[config.mk]
export PLATFORM = sky130hd
export DESIGN_NAME = ea_decoder
export DESIGN_NICKNAME = d
export VERILOG_FILES = /design/src/rtl/ea_pkg.sv /design/src/rtl/ea_ctrl.sv /design/src/rtl/ea_datapath.sv /design/src/rtl/ea_decoder.sv
export SDC_FILE = /design/constraint.sdc
export NUM_CORES = 1
export LEC_CHECK = 0
export BUFFER_PORTS_ARGS = -buffer_cell sky130_fd_sc_hd__buf_2
export CAP_MARGIN = 25
export CORE_MARGIN = 2
export CORE_UTILIZATION = 50
export CTS_CLUSTER_SIZE = 14
export DETAILED_ROUTE_END_ITERATION = 16
export PLACE_DENSITY_LB_ADDON = 0.2
export SLEW_MARGIN = 20
export SYNTH_ARGS = -nofsm -noshare
export SYNTH_HDL_FRONTEND = slang
export SYNTH_SLANG_ARGS = --single-unit
[constraint.sdc]
create_clock -name clk -period 12 [get_ports clk]
set_input_delay 0.6 -clock clk [delete_from_list [all_inputs] [get_ports clk]]
set_output_delay 0.6 -clock clk [all_outputs]
set_load 0.02 [all_outputs]
[src/rtl/ea_pkg.sv]
package ea_pkg;
  localparam int RIDX_W = 3;
  localparam int DISP_BYTES = 4;
  localparam int DCNT_W = $clog2(DISP_BYTES + 1);

  localparam logic [RIDX_W-1:0] GR_BX = 3'd3;
  localparam logic [RIDX_W-1:0] GR_SP = 3'd4;
  localparam logic [RIDX_W-1:0] GR_BP = 3'd5;
  localparam logic [RIDX_W-1:0] GR_SI = 3'd6;
  localparam logic [RIDX_W-1:0] GR_DI = 3'd7;

  typedef enum logic [2:0] {
    ST_MODRM, ST_SIB, ST_DISP, ST_BASE, ST_INDEX, ST_DONE
  } eaState_t;

  typedef struct packed {
    logic ldModrm;
    logic ldSib;
    logic ldDisp;
    logic ldBase;
    logic ldIndex;
    logic selIndex;
  } eaStrobe_t;
endpackage

[src/rtl/ea_ctrl.sv]
module ea_ctrl
  import ea_pkg::*;
(
  input  logic      clk,
  input  logic      rstN,
  input  logic      abort,
  input  logic      addr32,
  input  logic      byteValid,
  input  logic [7:0] byteData,
  input  logic      dispDone,
  output eaStrobe_t strb,
  output logic      byteReady,
  output logic      done
);
  eaState_t state, stateNxt;
  logic takeByte;

  assign byteReady = (state == ST_MODRM) || (state == ST_SIB) ||
                     ((state == ST_DISP) && !dispDone);
  assign takeByte  = byteReady && byteValid && !abort;
  assign done      = (state == ST_DONE);

  always_comb begin
    stateNxt = state;
    strb     = '0;
    unique case (state)
      ST_MODRM: if (takeByte) begin
        strb.ldModrm = 1'b1;
        if (byteData[7:6] == 2'd3)                 stateNxt = ST_DONE;
        else if (addr32 && byteData[2:0] == GR_SP) stateNxt = ST_SIB;
        else                                       stateNxt = ST_DISP;
      end
      ST_SIB: if (takeByte) begin
        strb.ldSib = 1'b1;
        stateNxt   = ST_DISP;
      end
      ST_DISP: begin
        if (dispDone)      stateNxt = ST_BASE;
        else if (takeByte) strb.ldDisp = 1'b1;
      end
      ST_BASE: begin
        strb.ldBase = 1'b1;
        stateNxt    = ST_INDEX;
      end
      ST_INDEX: begin
        strb.ldIndex  = 1'b1;
        strb.selIndex = 1'b1;
        stateNxt      = ST_DONE;
      end
      default: stateNxt = ST_MODRM;
    endcase
    if (abort) begin
      stateNxt = ST_MODRM;
      strb     = '0;
    end
  end

  always_ff @(posedge clk) begin
    if (!rstN) state <= ST_MODRM;
    else       state <= stateNxt;
  end

  AST_DONE_PULSE: assert property (@(posedge clk) disable iff (!rstN)
    done |=> !done);
  AST_DONE_NOT_READY: assert property (@(posedge clk) disable iff (!rstN)
    done |-> !byteReady);
  AST_ABORT_RETURNS: assert property (@(posedge clk) disable iff (!rstN)
    abort |=> (byteReady && !done));
endmodule

[src/rtl/ea_datapath.sv]
module ea_datapath
  import ea_pkg::*;
#(
  parameter int REG_W = 32
) (
  input  logic              clk,
  input  logic              rstN,
  input  eaStrobe_t         strb,
  input  logic [7:0]        byteData,
  input  logic              addr32In,
  input  logic              segOverrideIn,
  input  logic [REG_W-1:0]  rfData,
  output logic [RIDX_W-1:0] rfIdx,
  output logic              dispDone,
  output logic [2:0]        regField,
  output logic              isMem,
  output logic [2:0]        rmReg,
  output logic [REG_W-1:0]  effAddr,
  output logic              useStack
);
  localparam int SHORT_W = 16;
  localparam int DISP_W  = 8 * DISP_BYTES;

  logic [7:0]        modrmQ, sibQ;
  logic [DISP_W-1:0] dispQ;
  logic [DCNT_W-1:0] dispCnt, dispLen;
  logic [REG_W-1:0]  baseQ, idxQ, dispExt, sum32;
  logic [SHORT_W-1:0] sum16;
  logic              a32Q, ovrQ;
  logic [1:0]        modeF, scale;
  logic [2:0]        rmF, sibBase, sibIdx;
  logic              hasSib, baseEn, idxEn, stackDef;
  logic [RIDX_W-1:0] baseSel, idxSel;

  assign modeF   = modrmQ[7:6];
  assign rmF     = modrmQ[2:0];
  assign sibBase = sibQ[2:0];
  assign sibIdx  = sibQ[5:3];
  assign hasSib  = a32Q && (rmF == GR_SP) && (modeF != 2'd3);

  always_comb begin
    dispLen = '0;
    if (modeF == 2'd1)      dispLen = DCNT_W'(1);
    else if (modeF == 2'd2) dispLen = a32Q ? DCNT_W'(4) : DCNT_W'(2);
    else if (modeF == 2'd0) begin
      if (a32Q) dispLen = ((rmF == GR_BP) || (hasSib && sibBase == GR_BP)) ? DCNT_W'(4) : '0;
      else      dispLen = (rmF == 3'd6) ? DCNT_W'(2) : '0;
    end
  end
  assign dispDone = (dispCnt == dispLen);

  always_comb begin
    baseEn = 1'b0; baseSel = GR_BX;
    idxEn  = 1'b0; idxSel  = GR_SI;
    scale  = 2'd0;
    if (a32Q) begin
      if (hasSib) begin
        baseEn  = !((modeF == 2'd0) && (sibBase == GR_BP));
        baseSel = sibBase;
        idxEn   = (sibIdx != GR_SP);
        idxSel  = sibIdx;
        scale   = sibQ[7:6];
      end else begin
        baseEn  = !((modeF == 2'd0) && (rmF == GR_BP));
        baseSel = rmF;
      end
    end else begin
      unique case (rmF)
        3'd0: begin baseEn = 1'b1; baseSel = GR_BX; idxEn = 1'b1; idxSel = GR_SI; end
        3'd1: begin baseEn = 1'b1; baseSel = GR_BX; idxEn = 1'b1; idxSel = GR_DI; end
        3'd2: begin baseEn = 1'b1; baseSel = GR_BP; idxEn = 1'b1; idxSel = GR_SI; end
        3'd3: begin baseEn = 1'b1; baseSel = GR_BP; idxEn = 1'b1; idxSel = GR_DI; end
        3'd4: begin baseEn = 1'b1; baseSel = GR_SI; end
        3'd5: begin baseEn = 1'b1; baseSel = GR_DI; end
        3'd6: begin baseEn = (modeF != 2'd0); baseSel = GR_BP; end
        default: begin baseEn = 1'b1; baseSel = GR_BX; end
      endcase
    end
  end
  assign rfIdx = strb.selIndex ? idxSel : baseSel;

  always_ff @(posedge clk) begin
    if (!rstN) begin
      modrmQ <= 8'hC0; sibQ <= '0; a32Q <= 1'b0; ovrQ <= 1'b0;
      dispQ <= '0; dispCnt <= '0; baseQ <= '0; idxQ <= '0;
    end else begin
      if (strb.ldModrm) begin
        modrmQ <= byteData; a32Q <= addr32In; ovrQ <= segOverrideIn;
        sibQ <= '0; dispQ <= '0; dispCnt <= '0;
      end
      if (strb.ldSib) sibQ <= byteData;
      if (strb.ldDisp) begin
        dispQ[{dispCnt[1:0], 3'b000} +: 8] <= byteData;
        dispCnt <= dispCnt + 1'b1;
      end
      if (strb.ldBase)  baseQ <= baseEn ? rfData : '0;
      if (strb.ldIndex) idxQ  <= idxEn  ? rfData : '0;
    end
  end

  always_comb begin
    unique case (dispLen)
      DCNT_W'(1): dispExt = {{(REG_W-8){dispQ[7]}}, dispQ[7:0]};
      DCNT_W'(2): dispExt = {{(REG_W-16){dispQ[15]}}, dispQ[15:0]};
      DCNT_W'(4): dispExt = REG_W'(dispQ);
      default:    dispExt = '0;
    endcase
  end

  assign sum32 = baseQ + (idxQ << scale) + dispExt;
  assign sum16 = baseQ[SHORT_W-1:0] + idxQ[SHORT_W-1:0] + dispExt[SHORT_W-1:0];

  assign stackDef = a32Q ? (((rmF == GR_BP) && (modeF != 2'd0)) || (hasSib && sibBase == GR_SP))
                         : ((rmF == 3'd2) || (rmF == 3'd3) || ((rmF == 3'd6) && (modeF != 2'd0)));

  assign regField = modrmQ[5:3];
  assign rmReg    = rmF;
  assign isMem    = (modeF != 2'd3);
  assign effAddr  = !isMem ? '0 : (a32Q ? sum32 : {{(REG_W-SHORT_W){1'b0}}, sum16});
  assign useStack = isMem && !ovrQ && stackDef;

  AST_SHORT_TRUNC: assert property (@(posedge clk) disable iff (!rstN)
    !a32Q |-> (effAddr[REG_W-1:SHORT_W] == '0));
  AST_DISP_BOUND: assert property (@(posedge clk) disable iff (!rstN)
    strb.ldDisp |-> (dispCnt < DCNT_W'(DISP_BYTES)));
  AST_NO_SIB_IN_SHORT: assert property (@(posedge clk) disable iff (!rstN)
    (strb.ldSib && !strb.ldModrm) |-> a32Q);
endmodule

[src/rtl/ea_decoder.sv]
module ea_decoder
  import ea_pkg::*;
#(
  parameter int REG_W = 32
) (
  input  logic              clk,
  input  logic              rstN,
  input  logic              abort,
  input  logic              addr32,
  input  logic              segOverride,
  input  logic              byteValid,
  input  logic [7:0]        byteData,
  output logic              byteReady,
  output logic [RIDX_W-1:0] rfIdx,
  input  logic [REG_W-1:0]  rfData,
  output logic              done,
  output logic [2:0]        regField,
  output logic              isMem,
  output logic [2:0]        rmReg,
  output logic [REG_W-1:0]  effAddr,
  output logic              useStack
);
  eaStrobe_t strb;
  logic dispDone;

  ea_ctrl u_ctrl (
    .clk(clk), .rstN(rstN), .abort(abort), .addr32(addr32),
    .byteValid(byteValid), .byteData(byteData), .dispDone(dispDone),
    .strb(strb), .byteReady(byteReady), .done(done)
  );

  ea_datapath #(.REG_W(REG_W)) u_dp (
    .clk(clk), .rstN(rstN), .strb(strb), .byteData(byteData),
    .addr32In(addr32), .segOverrideIn(segOverride), .rfData(rfData),
    .rfIdx(rfIdx), .dispDone(dispDone), .regField(regField), .isMem(isMem),
    .rmReg(rmReg), .effAddr(effAddr), .useStack(useStack)
  );

  AST_REG_FORM_CLEAN: assert property (@(posedge clk) disable iff (!rstN)
    (done && !isMem) |-> (effAddr == '0 && !useStack));
endmodule

# Yosys cells after proc, flatten, opt, wreduce, memory -nomap -nowiden
# Index checks and enable logic that the tools add are counted.
dict set report word_totals {
  ff_bits 120
  inputBits 46
  output_inout_bits 45
}
dict set report classes {
  addsub 6
  n_eq_ne 26
  shift 3
  mux 50
  bitwise_logic 1
  n_reduce_logical 36
}
# cell n
set op_table {}
lappend op_table {{2-to-1 mux 32 bit} 7}
lappend op_table {{case mux 32 bit (3 select lines)} 1}
lappend op_table {{adder 32 bit} 2}
lappend op_table {{2-to-1 mux 3 bit} 17}
lappend op_table {{adder 16 bit} 2}
lappend op_table {{bitwise mux 32 bit} 1}
lappend op_table {{variable shift 8 x 7 -> 32 bit (first input constant)} 1}
lappend op_table {{indexed part select 8 x 7 -> 32 bit} 1}
lappend op_table {{left shift 32 x 2 -> 32 bit} 1}
lappend op_table {{equality test 3 bit (second input constant)} 9}
lappend op_table {{2-to-1 mux 8 bit} 2}
lappend op_table {{equality test 3 x 2 -> 1 bit (second input constant)} 5}
lappend op_table {{case mux 3 bit (5 select lines)} 1}
lappend op_table {{logical AND 1 bit} 14}
lappend op_table {{2-to-1 mux 1 bit} 14}
lappend op_table {{2-to-1 mux 2 bit} 5}
lappend op_table {{equality test 3 x 1 -> 1 bit (second input constant)} 3}
lappend op_table {{case mux 3 bit (3 select lines)} 1}
lappend op_table {{negator 5 -> 7 bit} 1}
lappend op_table {{logical NOT 3 bit} 2}
lappend op_table {{logical OR 1 bit} 6}
lappend op_table {{2-to-1 mux 6 bit} 1}
lappend op_table {{!= test 2 x 1 -> 1 bit (second input constant)} 3}
lappend op_table {{nonzero test 2 bit} 3}
lappend op_table {{other kinds (13)} 19}

# Depth between registers and ports, before layout
# Gate-level depths: netlist of the first run.
dict set report depth {
  depth_word 24
  depth_mapped 20
  depth_no_buf 17
}

# Modules after synthesis
# From an unflattened synthesis of the first run, not the netlist that was laid out.
dict set report unflattened {
  cells_unflattened 1130
  area_unflattened_um2 9610.5
}
# module n_inst cells_per_inst area_per_inst_um2 seq_area_each_um2
set modules_own_cells {}
lappend modules_own_cells {ea_datapath 1 1093 9315.2 2342.2}
lappend modules_own_cells {ea_ctrl 1 37 295.3 60.1}

# Least setup slack after synthesis of the first run
# Ideal clock, no wire load.
dict set report synth_timing {
  kind {register to output}
  from {reg u_dp.modrmQ[0]}
  to {out effAddr[30]}
  arrival_ps 4599
  required_ps 11400
  path_slack_ps 6801
  path_stages_with_launch 18
  path_buffers 2
  cell_sequence {dfxtp_1 -> buf_2 -> inv_1 -> nand4_1 -> buf_1 -> mux2i_1 -> mux2_2 -> fa_1 -> inv_1 -> ha_1 -> a21o_1 -> a211oi_1 -> o21ai_0 -> a211o_1 -> and2_1 -> a311o_1 -> a311oi_2 -> mux2i_1}
}
dict set report synth_via {
  elab_chain_cells 15
}
# item line_no
set synth_rtl {}
lappend synth_rtl {{from (decl)} ea_datapath.sv:24} ;# logic [7:0] modrmQ, sibQ;
lappend synth_rtl {{from (signal assigned)} ea_datapath.sv:88} ;# modrmQ <= byteData; a32Q <= addr32In; ovrQ <= segOverrideIn;
lappend synth_rtl {{branches (longest 12 deep; another with adder 32 bit)} -}
lappend synth_rtl {{adder 32 bit *} ea_datapath.sv:110} ;# assign sum32 = baseQ + (idxQ << scale) + dispExt;
lappend synth_rtl {{2-to-1 mux 32 bit * (2 in series)} ea_datapath.sv:119} ;# assign effAddr = !isMem ? '0 : (a32Q ? sum32 : {{(REG_W-SHORT_W){1'b0}}, sum16});
lappend synth_rtl {{to (decl)} ea_decoder.sv:20} ;# output logic [REG_W-1:0] effAddr,
# Every way passes the cells marked *.

# Worst setup path in the final report of the first run
dict set report layout_timing {
  from {reg u_dp.modrmQ[7]}
  to {out effAddr[29]}
}
dict set report layout_via {
  elab_chain_cells 14
}
# item line_no
set layout_rtl {}
lappend layout_rtl {{branches (longest 13 deep; another with adder 32 bit)} -}
lappend layout_rtl {{2-to-1 mux 32 bit *} ea_datapath.sv:119}
# Marks and branches as above.

==> results of run 1 <==
==> kinds of logic after synthesis <==
family,count (synthesis),synth area share [%]
AO/OA/AOI/OAI,313,22.44
buffers and inverters,143,6.070
AND/OR/NAND/NOR,421,21.58
adder cells (fa/ha/maj),97,13.61
multiplexers,67,6.894
flip-flops,120,23.98
XOR/XNOR,62,5.420
==> routing by layer <==
metal	vias to the layer above	track usage (%)	routed length, um
li1	4424	-	-
met4	0	5.245	261
met2	236	44.38	13360
met3	25	4.765	1489
met1	4267	36.72	13360
met5	-	0	0
==> registers in the layout (all words and copies together), names as in the netlist <==
| name | cells |
|---|---|
| u_dp.sibQ | 8 |
| u_dp.modrmQ | 8 |
| u_dp.idxQ | 32 |
| u_dp.dispCnt | 3 |
| u_dp.dispQ | 32 |
| u_dp.a32Q | 1 |
| u_dp.baseQ | 32 |
| u_dp.ovrQ | 1 |
| u_ctrl.state | 3 |
==> cell usage in the layout, fill, tap and decap left out, types with 5 or more instances in the layout <==
cell type  count
dfxtp_1      120
nand2_1      114
buf_2         90
nand3_1       81
ha_1          77
nor2b_1       72
inv_1         68
a22oi_1       67
nor2_1        55
mux2i_1       51
a21oi_1       49
xnor2_1       38
a21boi_0      36
a21o_1        32
o21ai_0       30
xor2_1        24
fa_1          20
nand2b_1      18
clkbuf_16     17
mux2_2        16
nor3_1        14
a31o_2        14
and2_1        10
a211oi_1      10
a22o_1         9
or3_1          9
buf_4          9
o21a_1         7
and3_1         7
a31oi_1        7
a211o_1        6
clkinv_4       6
nand2_2        5
o21bai_1       5
==> worst min-delay path by stage <==
| stage | endpoint | slack [ns] | depth (start not counted) |
|---|---|---|---|
| 2_1_floorplan | u_dp.ovrQ | 0.44 | 2 |
| 3_3_place_gp | u_dp.modrmQ[3] | 0.45 | 2 |
| 3_5_place_dp | u_dp.modrmQ[3] | 0.46 | 2 |
| 4_1_cts | u_dp.ovrQ | 0.42 | 3 |
| 5_1_grt | u_dp.ovrQ | 0.44 | 3 |
| 6_report | u_dp.ovrQ | 0.43 | 3 |
==> critical path: stages, from the launching register on <==
cell and delay [ns]:
dfxtp_1 0.43, a21boi_2 0.57, nand4_1 0.74, buf_4 0.52, mux2i_1 0.26, a21oi_1 0.14, xnor2_1 0.19, ha_1 0.34
fa_1 0.50, a211o_1 0.30, a211oi_1 0.32, o211a_1 0.27, nor2_2 0.07, a211oi_2 0.35, or4_4 0.21, a21oi_1 0.05
or3_1 0.35, buf_2 0.17
==> power by group <==
part	internal (W)	total (W)	switching (W)	leakage, nW
clock	0.000303	0.000506	0.000202	0.287
sequential	0.000401	0.000407	0.00000559	0.968
combinational	0.0000246	0.0000751	0.0000505	4.10
total	0.000729	0.000988	0.000258	5.36
==> area by class of cell <==
class / count / area (sq um)
clock buffer: 20 / 466.7
clock inverter: 12 / 117.6
fill: 1828 / 8452
inverter: 68 / 255.2
multi-input combinational: 960 / 7032
sequential: 120 / 2402
tap: 265 / 331.6
timing repair buffer: 100 / 533.0
==> through the flow <==
step                       power, W  cell area [sq um]  utilization, %
after floorplan           0.0004625              10020               -
after global placement    0.0004896              10540           53.80
after detailed placement  0.0004899              10550           53.87
after CTS                 0.0009934              11140           56.86
after global routing       0.001017              11140           56.86
final                     0.0009876              11140           56.86
==> impl_metrics.py, run 1 <==
metrics = {
    "status": {
        "outcome": "complete, no violations",
    },
    "yosys": {
        "yosysSeqAreaShare_pct": 23.98,
        "syn_area_per_cell_sq_um": 8.192,
        "netlist_top_cells_count": "dfxtp_1, nand2_1, nand3_1, ha_1, nor2b_1",
        "ys_warn_count": 0,
        "syn_inst": 1223,
        "synth_cell_type_count": 81,
        "synth_area_sq_um": 10020,
        "syn_nets": 1366,
        "yosysTopAreaCell": "dfxtp_1",
        "ys.flop_type": "dfxtp_1",
        "synth_edf_count": 0,
        "ys_async_sr_fraction_pct": 0,
        "synthDominantCellAreaShare_pct": 23.98,
        "synthTopCellsByArea": "dfxtp_1, ha_1, mux2i_1, a22oi_1, nor2b_1",
        "synth.most_common_cell": "dfxtp_1",
        "ys_ff_latch": 120,
    },
    "clock_network": {
        "cts_hold_buf": 0,
        "cts_setup_buffers": 0,
        "cts_tree": "done",
        "clock_path_buffers": 2,
        "cts_resized": 0,
        "cts_buffers": 17,
        "clkTransAtPathRegs_ns": 0.06,
        "cts.htree.levels": 4,
        "cts_num_sinks": 120,
        "cts_root_buf": "clkbuf_16",
        "clk_latency_ns": 0.43,
    },
    "timing": {
        "skew_ns": 0.01365,
        "fmax_mhz": 147.0,
        "hold_ws_ns": 0.4329,
        "post-route-period-util_pct": 56.67,
        "hold_viol_final": 0,
        "setup-tns-final_ns": 0,
        "final_max_slew_viol_count": 0,
        "period_minus_slack_ns": 6.801,
        "setup_viol": 0,
        "post-route-worst-setup-slack_ns": 5.199,
        "slew-limit-headroom_pct": 35.62,
        "rsz0062_at_grt": "no",
        "worstMarginPinSlew_ns": 0.9637,
    },
    "critical_path": {
        "rr_startpoint": "u_dp.modrmQ[7]",
        "rr_worst_depth": 8,
        "worstSetupEndpoint": "effAddr[29]",
        "ff2ff_setup_slack_ns": 8.64,
        "startpoint": "u_dp.modrmQ[7]",
        "crit_required_ns": 11.40,
        "cp-end-kind": "output port",
        "path_class": "reg2out",
        "r2r_end": "u_dp.baseQ[12]",
        "cp-start-kind": "flop",
        "cp.arrival_ns": 6.20,
        "worstPathMaxFanout": 21,
    },
    "drt": {
        "wl_mm": 28.47,
        "drt-initial-drc-count": 615,
        "ant_nets": 0,
        "first_pass_iters": 5,
        "via_count": 8952,
        "wl_per_cell_um": 18.42,
        "viasPerCell": 5.794,
        "drc": 0,
    },
    "pwr": {
        "cellLeakagePower_nw": 5.359,
        "powerDensity_nw_per_um2": 88.67,
        "peakVddDrop_v": 0.00008896,
    },
    "floorplan": {
        "die-height_um": 145.6,
        "fp.dieW_um": 145.6,
        "ios": 91,
        "start_util_pct": 51.14,
        "num_rows": 51,
        "coreArea_sq_um": 19590,
        "die_area_sq_um": 21180,
    },
    "placement": {
        "dp_slack_ns": 5.714,
        "numPortBuffers": 90,
        "place_congestion": 0.9219,
        "placed_cells": 1513,
        "dpl.hpwl_mm": 20.52,
    },
    "job": {
        "cap_violations": 0,
    },
    "global_route": {
        "grt_pass1_vias": 8638,
        "grt_antenna_before_repair": 0,
        "grt_usage_pct": 26.74,
        "grt_max_degree": 113,
        "overflow": 0,
        "grt_pass1_wl_mm": 45.88,
    },
    "final_layout": {
        "layoutNonFillerInstCount": 1545,
        "drive_above_1_share_pct": 15.39,
        "syn_to_final_growth_pct": 11.18,
        "diodes": 0,
        "nNetsFinal": 1410,
    },
    "worst_hold_path": {
        "min_from": "segOverride",
        "hp-class": "in2reg",
    },
}
(Power assumes the default switching activity.)
==> run 2: changes to the inputs <==
ABC_AREA = 1   (was unset)
clock period = 6.2 ns   (was 12 ns; I/O delays follow)
==> impl_metrics.py, run 2 <==
metrics = {
    "pwr": {
        "powerDensity_nw_per_um2": 174.1,
        "peakVddDrop_v": 0.0001713,
        "cellLeakagePower_nw": 5.808,
        "power_w": 0.002054,
        "switching_share_pct": 26.97,
        "combPwrFrac_pct": 10.5,
        "p_int_w": 0.001500,
        "power_frac_clock_pct": 51.1,
        "p_switching_w": 0.0005539,
        "share_seq_of_total_power_pct": 38.4,
    },
    "yosys": {
        "synth_top_family_by_area": "simple AND/OR/NAND/NOR gates",
        "synthAdderAreaFrac_pct": 12.85,
        "synth.most_common_cell": "nand2_1",
        "syn_area_per_cell_sq_um": 6.340,
        "ys.flop_type": "dfxtp_1",
        "synth-compound-area-share_pct": 24.24,
        "synth-simple-area-share_pct": 25.91,
        "syn_inst": 1674,
        "synth_edf_count": 0,
        "netlist_top_cells_count": "nand2_1, inv_1, a21oi_1, o21ai_0, dfxtp_1",
        "synthDominantCellAreaShare_pct": 22.64,
        "synth_area_sq_um": 10610,
        "synthTopCellsByArea": "dfxtp_1, nand2_1, ha_1, a21oi_1, o21ai_0",
        "synthMuxAreaShare_pct": 0.3891,
        "synth_cell_type_count": 50,
        "yosysSeqAreaShare_pct": 22.64,
        "ys_warn_count": 0,
        "syn_nets": 1817,
        "synth_xor_area_share_pct": 2.971,
        "ys_async_sr_fraction_pct": 0,
        "yosysTopAreaCell": "dfxtp_1",
        "ys_ff_latch": 120,
    },
    "timing": {
        "period_minus_slack_ns": 5.707,
        "hold_viol_final": 0,
        "setup-tns-final_ns": 0,
        "skew_ns": 0.009904,
        "slew-limit-headroom_pct": 36.21,
        "setup_viol": 0,
        "rsz0062_at_grt": "no",
        "post-route-period-util_pct": 92.05,
        "final_max_slew_viol_count": 0,
        "worstMarginPinSlew_ns": 0.9496,
        "fmax_mhz": 175.2,
    },
    "final_layout": {
        "fillers": 2142,
        "drive_above_1_share_pct": 9.711,
        "regArea_sq_um": 2402,
        "reg.largest.list": "u_dp.baseQ: 32 flops, u_dp.dispQ: 32 flops, u_dp.idxQ: 32 flops",
        "nNetsFinal": 1860,
        "fin_area_sq_um": 11800,
        "layout_common_cells": "nand2_1, inv_1, a21oi_1",
        "syn_to_final_growth_pct": 11.19,
        "diodes": 0,
        "multi_input_area_sq_um": 7073,
        "final_common_cell": "nand2_1",
    },
    "critical_path": {
        "slowest_delay_ns": 0.42,
        "cp_slowest_cell": "fa_1",
        "crit_required_ns": 5.89,
        "crit_top_cell": "nand2_1",
        "worstPathMaxFanout": 15,
        "path_class": "reg2out",
        "cp-end-kind": "output port",
        "cp.arrival_ns": 5.40,
        "cp-start-kind": "flop",
    },
    "global_route": {
        "overflow": 0,
        "grt_max_degree": 74,
        "grt_pass1_wl_mm": 52.62,
        "grt_pass1_vias": 10040,
        "grt_usage_pct": 29.55,
        "grt_antenna_before_repair": 0,
    },
    "placement": {
        "postPlaceCellArea_sq_um": 11170,
        "dpl.hpwl_mm": 24.75,
        "place_congestion": 0.9426,
        "numPortBuffers": 90,
    },
    "clock_network": {
        "cts_tree": "done",
        "cts_buffers": 17,
        "cts_root_buf": "clkbuf_16",
        "cts.htree.levels": 4,
        "cts_setup_buffers": 0,
        "clk_latency_ns": 0.43,
        "cts_num_sinks": 120,
        "clock_path_buffers": 2,
        "clkTransAtPathRegs_ns": 0.06,
    },
    "floorplan": {
        "fp.dieW_um": 149.7,
        "ios": 91,
        "coreArea_sq_um": 20960,
        "start_util_pct": 50.64,
        "die_area_sq_um": 22410,
        "die-height_um": 149.7,
        "num_rows": 53,
    },
    "status": {
        "outcome": "complete, no violations",
    },
    "drt": {
        "drc": 0,
        "via_count": 11380,
        "first_pass_iters": 5,
        "drt-initial-drc-count": 1019,
        "wl_per_cell_um": 16.53,
        "viasPerCell": 5.674,
        "wl_mm": 33.14,
        "ant_nets": 0,
    },
    "job": {
        "cap_violations": 0,
    },
    "worst_hold_path": {
        "hp-class": "in2reg",
    },
}
-- run 2: final timing paths --
| check | start | to | slack [ns] | depth (start not counted) |
|---|---|---|---|---|
| worst max-delay path | u_dp.modrmQ[6] | effAddr[21] | 0.49 | 28 |
| worst max register to register | u_dp.modrmQ[6] | u_dp.dispCnt[0] | 2.82 | 14 |
| worst min register to register | u_dp.sibQ[5] | u_dp.sibQ[5] | 0.47 | 2 |
| worst min-delay path | rfData[16] | u_dp.idxQ[16] | 0.13 | 3 |
-- run 2: logic make-up (layout without fill, tap and decap cells) --
family / Yosys count / after routing
AO/OA/AOI/OAI: 467 / 467
XOR/XNOR: 36 / 36
adder cells (fa/ha/maj): 97 / 97
buffers and inverters: 294 / 349
flip-flops: 120 / 120
multiplexers: 4 / 4
AND/OR/NAND/NOR: 656 / 657
-- run 2: layer usage --
metal	routed length, um	GRT usage [%]	vias up	part of all wire (%)
met3	2771	5.793	50	8.4
met2	14500	45.39	403	44
met1	15140	41.88	5258	46
li1	-	-	5666	-
met4	720	8.962	0	2.2
met5	0	0	-	0
-- run 2: critical path, delay by kind of cell, from the launching register on --
| kind | cells | cell delay, ns |
|---|---|---|
| adder cells (fa/ha/maj) | 3 | 0.95 |
| AND/OR/NAND/NOR | 13 | 1.99 |
| buffers and inverters | 6 | 0.59 |
| AO/OA/AOI/OAI | 5 | 0.91 |
| XOR/XNOR | 1 | 0.15 |
| flip-flops | 1 | 0.37 |
-- run 2: power groups by stage --
| stage | combinational, W | sequential [W] | clock [W] |
|---|---|---|---|
| final | 0.000215 | 0.000789 | 0.00105 |
| after global routing | 0.000237 | 0.000790 | 0.00109 |
| after CTS | 0.000212 | 0.000789 | 0.00106 |
| after detailed placement | 0.000210 | 0.000806 | 0 |
| after global placement | 0.000209 | 0.000805 | 0 |
| after floorplan | 0.000139 | 0.000804 | 0 |
-- run 2: per-stage QoR --
| step | instances | utilization (%) | hold WS [ns] | setup slack, ns |
|---|---|---|---|---|
| 2_1_floorplan | 1674 | - | 0.4232 | 1.996 |
| 3_3_place_gp | 1971 | 53.24 | 0.4503 | 0.9159 |
| 3_5_place_dp | 1972 | 53.30 | 0.4591 | 0.7061 |
| 4_1_cts | 2004 | 56.26 | 0.1283 | 0.1933 |
| 5_1_grt | 2005 | 56.31 | 0.1468 | 0.08460 |
| 6_report | 2005 | 56.31 | 0.1348 | 0.4930 |
-- run 2: layout make-up --
cell class	instances	area share, %
inverter	213	6.786
multi-input combinational	1261	59.94
sequential	120	20.36
timing repair buffer	104	4.740
clock buffer	19	3.838
tap	275	2.916
clock inverter	13	1.421
-- run 2: timing repair --
item / in CTS / in global routing
endpoints found under the hold margin: 0 / 0
resized for setup: 0 / 3
setup endpoints to repair: 0 / 20
hold buffers: 0 / 0
